--- src/rtl/pci_ind_pkg.sv ---
// Shared types and helper functions for the indirect PCI access port.
// Assumes a 4-byte downstream data path with byte lanes 0..3.
package pci_ind_pkg;

    typedef enum logic [1:0] {
        WIN_NONE = 2'd0,
        WIN_PTR  = 2'd1,
        WIN_CFG  = 2'd2,
        WIN_IO   = 2'd3
    } win_e;

    typedef enum logic [1:0] {
        ST_IDLE  = 2'd0,
        ST_ISSUE = 2'd1,
        ST_WAIT  = 2'd2
    } st_e;

    // Natural-alignment rule for a data-window access.
    function automatic logic size_fits(input logic [1:0] off, input logic [2:0] sz);
        case (sz)
            3'd1:    size_fits = 1'b1;
            3'd2:    size_fits = (off[0] == 1'b0);
            3'd4:    size_fits = (off == 2'd0);
            default: size_fits = 1'b0;
        endcase
    endfunction

    // Byte lanes covered by an access of sz bytes starting at lane off.
    function automatic logic [3:0] lane_mask(input logic [1:0] off, input logic [2:0] sz);
        case (sz)
            3'd1:    lane_mask = 4'b0001 << off;
            3'd2:    lane_mask = 4'b0011 << off;
            3'd4:    lane_mask = 4'b1111;
            default: lane_mask = 4'b0000;
        endcase
    endfunction

endpackage

--- src/rtl/pci_ind_decode.sv ---
// Offset decoder: picks the window an access falls in, decides if the
// size is legal there and derives its byte enables. Purely combinational.
// Assumes every window is 4-byte aligned.
module pci_ind_decode
    import pci_ind_pkg::*;
#(
    parameter int OFF_W   = 12,
    parameter int PTR_OFS = 'h064,
    parameter int CFG_OFS = 'h068,
    parameter int IO_OFS  = 'h06C
) (
    input  logic [OFF_W-1:0] offset,
    input  logic [2:0]       size,
    output win_e             win,
    output logic             legal,
    output logic [3:0]       be
);

    localparam logic [OFF_W-1:0] PTR_O = OFF_W'(PTR_OFS);
    localparam logic [OFF_W-1:0] CFG_O = OFF_W'(CFG_OFS);
    localparam logic [OFF_W-1:0] IO_O  = OFF_W'(IO_OFS);

    logic [1:0] lo;
    assign lo = offset[1:0];

    // Window match on the word part of the offset.
    always_comb begin
        if (offset[OFF_W-1:2] == PTR_O[OFF_W-1:2])      win = WIN_PTR;
        else if (offset[OFF_W-1:2] == CFG_O[OFF_W-1:2]) win = WIN_CFG;
        else if (offset[OFF_W-1:2] == IO_O[OFF_W-1:2])  win = WIN_IO;
        else                                             win = WIN_NONE;
    end

    // Legality: pointer wants a whole word, data windows want alignment.
    always_comb begin
        case (win)
            WIN_PTR:        legal = (lo == 2'd0) && (size == 3'd4);
            WIN_CFG, WIN_IO: legal = size_fits(lo, size);
            default:        legal = 1'b0;
        endcase
    end

    assign be = lane_mask(lo, size);

endmodule

--- src/rtl/pci_ind_lane.sv ---
// Byte-lane steering between right-justified host values and lane-aligned
// downstream data, in little-endian (configuration) or big-endian (I/O)
// order. Write and read paths have separate controls because the read
// path works on the request captured earlier. Purely combinational.
module pci_ind_lane #(
    parameter int LANES = 4
) (
    input  logic [1:0]         w_off,
    input  logic [2:0]         w_size,
    input  logic               w_big,
    input  logic [8*LANES-1:0] w_value,
    output logic [8*LANES-1:0] w_lanes,
    input  logic [1:0]         r_off,
    input  logic [2:0]         r_size,
    input  logic               r_big,
    input  logic [8*LANES-1:0] r_lanes,
    output logic [8*LANES-1:0] r_value
);

    // Write path: each lane picks the host byte that belongs on it.
    for (genvar k = 0; k < LANES; k++) begin : g_wlane
        logic [2:0] idx;
        logic [2:0] pos;
        logic       hit;
        logic [7:0] byte_q;
        always_comb begin
            idx    = 3'(k) - {1'b0, w_off};
            hit    = (3'(k) >= {1'b0, w_off}) && (idx < w_size);
            pos    = w_big ? (w_size - 3'd1 - idx) : idx;
            byte_q = hit ? w_value[8*pos[1:0] +: 8] : 8'h00;
        end
        assign w_lanes[8*k +: 8] = byte_q;
    end

    // Read path: gather the covered lanes into a right-justified value.
    always_comb begin
        r_value = '0;
        for (int i = 0; i < LANES; i++) begin
            logic [1:0] lane;
            logic [2:0] pos;
            lane = r_off + 2'(i);
            pos  = r_big ? (r_size - 3'd1 - 3'(i)) : 3'(i);
            if (3'(i) < r_size) begin
                r_value[8*pos[1:0] +: 8] = r_lanes[8*lane +: 8];
            end
        end
    end

endmodule

--- src/rtl/pci_ind_ctrl.sv ---
// Sequencer: holds the pointer register, answers pointer and refused
// accesses directly and runs one downstream cycle per data-window access.
// Assumes the host issues a request only while hst_ready is high.
module pci_ind_ctrl
    import pci_ind_pkg::*;
#(
    parameter int IO_AW = 16
) (
    input  logic        clk,
    input  logic        rst_n,
    input  logic        hst_req,
    input  logic        hst_we,
    input  logic [1:0]  off_lo,
    input  logic [2:0]  hst_size,
    input  logic [31:0] hst_wdata,
    input  win_e        win,
    input  logic        legal,
    input  logic [3:0]  be,
    input  logic [31:0] steer_wdata,
    input  logic [31:0] steer_rdata,
    output logic        hst_ready,
    output logic        hst_rsp_valid,
    output logic        hst_rsp_err,
    output logic [31:0] hst_rdata,
    output logic        dn_valid,
    input  logic        dn_ready,
    output logic        dn_is_io,
    output logic        dn_we,
    output logic [31:0] dn_addr,
    output logic [3:0]  dn_be,
    output logic [31:0] dn_wdata,
    input  logic        dn_rsp_valid,
    output logic [1:0]  cap_off,
    output logic [2:0]  cap_size
);

    localparam logic [31:0] IO_MASK = (IO_AW >= 32) ? 32'hFFFF_FFFF
                                                    : ((32'd1 << IO_AW) - 32'd1);

    st_e         st;
    logic [31:0] ptr_q;
    logic [31:0] cfg_addr;
    logic [31:0] io_addr;

    // Target addresses: configuration ORs the offset, I/O adds and truncates.
    always_comb begin
        cfg_addr = ptr_q | {30'd0, off_lo};
        io_addr  = (ptr_q + {30'd0, off_lo}) & IO_MASK;
    end

    // Main state, pointer register, downstream request and host response.
    always_ff @(posedge clk) begin
        if (!rst_n) begin
            st            <= ST_IDLE;
            ptr_q         <= '0;
            hst_rsp_valid <= 1'b0;
            hst_rsp_err   <= 1'b0;
            hst_rdata     <= '0;
            dn_is_io      <= 1'b0;
            dn_we         <= 1'b0;
            dn_addr       <= '0;
            dn_be         <= '0;
            dn_wdata      <= '0;
            cap_off       <= '0;
            cap_size      <= '0;
        end else begin
            hst_rsp_valid <= 1'b0;
            case (st)
                ST_IDLE: begin
                    if (hst_req) begin
                        if (!legal) begin
                            hst_rsp_valid <= 1'b1;
                            hst_rsp_err   <= 1'b1;
                            hst_rdata     <= '0;
                        end else if (win == WIN_PTR) begin
                            hst_rsp_valid <= 1'b1;
                            hst_rsp_err   <= 1'b0;
                            hst_rdata     <= hst_we ? 32'd0 : ptr_q;
                            if (hst_we) begin
                                ptr_q <= {hst_wdata[31:2], 2'b00};
                            end
                        end else begin
                            dn_is_io <= (win == WIN_IO);
                            dn_we    <= hst_we;
                            dn_addr  <= (win == WIN_IO) ? io_addr : cfg_addr;
                            dn_be    <= be;
                            dn_wdata <= hst_we ? steer_wdata : 32'd0;
                            cap_off  <= off_lo;
                            cap_size <= hst_size;
                            st       <= ST_ISSUE;
                        end
                    end
                end
                ST_ISSUE: begin
                    if (dn_ready) begin
                        st <= ST_WAIT;
                    end
                end
                ST_WAIT: begin
                    if (dn_rsp_valid) begin
                        hst_rsp_valid <= 1'b1;
                        hst_rsp_err   <= 1'b0;
                        hst_rdata     <= dn_we ? 32'd0 : steer_rdata;
                        st            <= ST_IDLE;
                    end
                end
                default: st <= ST_IDLE;
            endcase
        end
    end

    assign hst_ready = (st == ST_IDLE);
    assign dn_valid  = (st == ST_ISSUE);

endmodule

--- src/rtl/pci_ind_port.sv ---
// Top of the indirect PCI configuration / I/O access port. Ties the
// offset decoder, the lane steering and the sequencer together.
// Assumes one outstanding access at a time.
module pci_ind_port
    import pci_ind_pkg::*;
#(
    parameter int OFF_W = 12,
    parameter int IO_AW = 16
) (
    input  logic             clk,
    input  logic             rst_n,
    input  logic             hst_req,
    input  logic             hst_we,
    input  logic [OFF_W-1:0] hst_offset,
    input  logic [2:0]       hst_size,
    input  logic [31:0]      hst_wdata,
    output logic             hst_ready,
    output logic             hst_rsp_valid,
    output logic             hst_rsp_err,
    output logic [31:0]      hst_rdata,
    output logic             dn_valid,
    input  logic             dn_ready,
    output logic             dn_is_io,
    output logic             dn_we,
    output logic [31:0]      dn_addr,
    output logic [3:0]       dn_be,
    output logic [31:0]      dn_wdata,
    input  logic             dn_rsp_valid,
    input  logic [31:0]      dn_rdata
);

    win_e        win;
    logic        legal;
    logic [3:0]  be;
    logic [31:0] steer_wdata;
    logic [31:0] steer_rdata;
    logic [1:0]  cap_off;
    logic [2:0]  cap_size;

    pci_ind_decode #(.OFF_W(OFF_W)) u_decode (
        .offset (hst_offset),
        .size   (hst_size),
        .win    (win),
        .legal  (legal),
        .be     (be)
    );

    pci_ind_lane #(.LANES(4)) u_lane (
        .w_off   (hst_offset[1:0]),
        .w_size  (hst_size),
        .w_big   (win == WIN_IO),
        .w_value (hst_wdata),
        .w_lanes (steer_wdata),
        .r_off   (cap_off),
        .r_size  (cap_size),
        .r_big   (dn_is_io),
        .r_lanes (dn_rdata),
        .r_value (steer_rdata)
    );

    pci_ind_ctrl #(.IO_AW(IO_AW)) u_ctrl (
        .clk           (clk),
        .rst_n         (rst_n),
        .hst_req       (hst_req),
        .hst_we        (hst_we),
        .off_lo        (hst_offset[1:0]),
        .hst_size      (hst_size),
        .hst_wdata     (hst_wdata),
        .win           (win),
        .legal         (legal),
        .be            (be),
        .steer_wdata   (steer_wdata),
        .steer_rdata   (steer_rdata),
        .hst_ready     (hst_ready),
        .hst_rsp_valid (hst_rsp_valid),
        .hst_rsp_err   (hst_rsp_err),
        .hst_rdata     (hst_rdata),
        .dn_valid      (dn_valid),
        .dn_ready      (dn_ready),
        .dn_is_io      (dn_is_io),
        .dn_we         (dn_we),
        .dn_addr       (dn_addr),
        .dn_be         (dn_be),
        .dn_wdata      (dn_wdata),
        .dn_rsp_valid  (dn_rsp_valid),
        .cap_off       (cap_off),
        .cap_size      (cap_size)
    );

endmodule

--- config.mk ---
export PLATFORM = sky130hd
export DESIGN_NAME = pci_ind_port
export DESIGN_NICKNAME = d
export VERILOG_FILES = /design/src/rtl/pci_ind_pkg.sv /design/src/rtl/pci_ind_decode.sv /design/src/rtl/pci_ind_lane.sv /design/src/rtl/pci_ind_ctrl.sv /design/src/rtl/pci_ind_port.sv
export SDC_FILE = /design/constraint.sdc
export NUM_CORES = 1
export LEC_CHECK = 0
export BUFFER_PORTS_ARGS = -buffer_cell sky130_fd_sc_hd__buf_2
export CORE_MARGIN = 5
export CORE_UTILIZATION = 49
export CTS_CLUSTER_SIZE = 8
export DETAILED_ROUTE_END_ITERATION = 12
export PLACE_DENSITY = 0.75
export SLEW_MARGIN = 20
export SYNTH_ARGS = -nofsm -noshare
export SYNTH_HDL_FRONTEND = slang
export SYNTH_SLANG_ARGS = --single-unit
--- constraint.sdc ---
create_clock -name clk -period 3.08 [get_ports clk]
set_input_delay 0.308 -clock clk [delete_from_list [all_inputs] [get_ports clk]]
set_output_delay 0.308 -clock clk [all_outputs]
set_load 0.02 [all_outputs]
==> results_dict.tcl <==
set metrics [dict create \
    numClockSinks 139 \
    clock_latency_ns 0.43 \
    pre_cts_slack_ns 0.345 \
    dieHeight_um 143 \
    route.detailed.drc 0 \
    critical_path.max_fanout 14 \
    synth_top_area_share_pct 32.1 \
    required_ns 3.33 \
    synth_ff_type "dfxtp_1" \
    place_hpwl_mm 22.1 \
    vias 8804 \
    core_um2 17400 \
    cts_tree "done" \
    grt_max_degree 66 \
    synthCells 1046 \
    synth_largest_area_cell "dfxtp_1" \
    tightest_slew_ns 1.07 \
    synth_area_per_cell_um2 8.30 \
    tns_ns 0 \
    postCtsSetupBuffers 0 \
    slew_headroom_pct 28.6 \
    finalMaxSlewViolations 0 \
    rsz0062_at_grt "no" \
    ys_seq_area_share_pct 32.1 \
    ios 191 \
    async_flop_share_pct 0 \
    ctsHoldBuffers 0 \
    synth_seq_cells 139 \
    n_antenna_cell 0 \
    ff_latch_area_um2 2780 \
    fmax_ghz 0.368 \
    grtUsageTotal_pct 28.9 \
    cp-start-kind "register" \
    placed_cells 1425 \
    clockRootBuffer "clkbuf_16" \
    gp_congestion 0.967 \
    numCtsBuffers 17 \
    cts-resized-gates 0 \
    fillers 1535 \
    routed_wl_mm 29.9 \
    io_buffers 190 \
    yosysWarnings 0 \
    vias_per_cell 6.04 \
    p_per_area_nw_per_um2 427 \
    ir_worst_vdd_v 0.000371 \
    grt_pass1_vias 8435 \
    overflow 0 \
    path_cells "nand2b_1 > clkinv_1 > ha_1 > nand4_1 > o22ai_1 > o211ai_1 > a41oi_1" \
    finalNonFillerCells 1457 \
    cpPeakStageDelay_ns 0.47 \
    finalCritPeriodShare_pct 88.3 \
    antenna_found_initial 0 \
    cpMaxStageDelayCell "nand2b_1" \
    crit_type "reg -> reg" \
    min_period_ns 2.72 \
    status "completed" \
    grt_first_pass_wirelength_mm 46.5 \
    nets 1335 \
    maxCapViolations 0 \
    synth_edf_count 0 \
    synth_nets 1162 \
    synth_cell_types 60 \
    fp-row-count 48 \
    yosysMostFrequentCell "nand2_1" \
    synthTopCellsByArea "dfxtp_1, mux2i_1, nand2_1" \
    hold_viol 0 \
    synth_common_cells "nand2_1, dfxtp_1, mux2i_1, o21ai_0, nor2_1" \
    drive_gt1_share_pct 22.9 \
    finalWorstSetupSlack_ns 0.360 \
    cp-end-kind "register" \
    fin_util_pct 60.3 \
    ctsHtreeMaxLevel 4 \
    multi_input_area_um2 5530 \
    worst_ep_arrival_time_ns 2.97 \
    area_delta_synth_final_pct 20.6 \
    initial_utilization_pct 50.0 \
    dieArea_um2 20500 \
    p_leak_nw 4.53 \
    die_w_um 143 \
    worst_hold_path_type "in -> reg" \
    cts.clk_slew.worst_paths_ns 0.07 \
    first_pass_iters 5 \
    drtAntennaViolNets 0 \
    first_iter_violations 805 \
    setup_violations 0 \
    clk_path_buf_depth 2 \
    syn_area_um2 8680 \
    drt-wirelength-per-cell_um 20.5 \
    finalClockSkew_ns 0.00903 \
]
[kinds of logic (layout without fill, tap and decap cells)]
kind of cell	after synthesis	after routing	synth area share [%]
and+or+nand+nor	363	363	19.7
adders and majority gates	31	31	4.47
DFF	139	139	32.1
buffers and inverters	84	270	4.48
xor gates and xnor gates	4	4	0.706
muxes	139	139	16.3
AOI/OAI and AO/OA	286	286	22.3
[critical path, delay by kind of cell, from the launching register on]
family / cells / cell delay, ns
simple gates: 2 / 0.82
compound gates: 3 / 0.53
flops: 1 / 0.41
buf+inv: 1 / 0.41
fa+ha+maj: 1 / 0.37
[through the flow]
stage | power, mW | hold slack [ns] | instance area [um^2]
finish | 4.47 | 0.194 | 10500
global route | 4.62 | 0.207 | 10500
CTS | 4.47 | 0.183 | 10500
detailed placement | 2.37 | 0.456 | 9870
global placement | 2.36 | 0.451 | 9870
floorplan | 2.16 | 0.454 | 8680
[layout make-up]
| type | instances | area share, % |
|---|---|---|
| Multi-Input combinational cell | 823 | 52.8 |
| Clock inverter | 15 | 1.71 |
| Inverter | 18 | 0.645 |
| Clock buffer | 17 | 4.06 |
| Sequential cell | 139 | 26.6 |
| Tap cell | 225 | 2.69 |
| Timing Repair Buffer | 220 | 11.5 |
[registers in the layout, summed over array words and instances (netlist names), 2 cells and up]
signal            count
u_ctrl.st             2
u_ctrl.dn_wdata      32
u_ctrl.dn_addr       32
u_ctrl.ptr_q         30
u_ctrl.cap_size       3
u_ctrl.hst_rdata     32
u_ctrl.dn_be          4
[per-layer routing]
metal  track usage [%]  vias to the layer above  routed length (um)  part of all wire, %
met2              43.7                      431               13000                   44
met4              11.9                        0                1160                  3.9
met5                 0                        -                   0                    0
li1                  -                     4140                   -                    -
met3              6.93                       69                2640                  8.8
met1              39.7                     4164               13100                   44
[worst paths after layout]
path                                         from                                end  slack [ns]  depth (start not counted)
setup / recovery  u_ctrl.cap_size[0]$_SDFFE_PN0P_  u_ctrl.hst_rdata[30]$_SDFFE_PN0P_        0.36                          7
hold / removal                             hst_we          u_ctrl.dn_we$_SDFFE_PN0P_        0.19                          3
setup reg to reg  u_ctrl.cap_size[0]$_SDFFE_PN0P_  u_ctrl.hst_rdata[30]$_SDFFE_PN0P_        0.36                          7
hold reg to reg      u_ctrl.dn_be[2]$_SDFFE_PN0P_       u_ctrl.dn_be[2]$_SDFFE_PN0P_        0.46                          2
[power breakdown]
group	total, mW	internal [mW]	leakage (nW)	switching (mW)
clock	2.13	1.22	0.288	0.903
sequential	1.83	1.82	1.13	0.0140
combinational	0.508	0.204	3.11	0.305
[cells in the final DEF (no fill, tap or decap), types with 6 or more instances in the layout]
master	Yosys	layout
a22oi_1	17	17
nor2b_1	54	54
nand4_1	8	8
a21oi_1	9	9
mux2i_1	121	120
o21ai_0	104	104
o21a_1	32	32
a41oi_1	29	29
inv_1	16	16
nor2_1	61	61
o221ai_1	21	21
ha_1	31	31
a2bb2oi_1	8	8
and2_1	7	7
nor3_1	7	7
nand2_1	172	172
clkbuf_16	0	17
o22ai_1	11	11
dfxtp_1	139	139
buf_4	6	28
inv_6	0	6
o211ai_1	15	15
mux2_2	18	18
a21boi_0	21	21
nand3_1	27	27
buf_2	17	190
No activity file was read; power rests on OpenSTA's default activity.
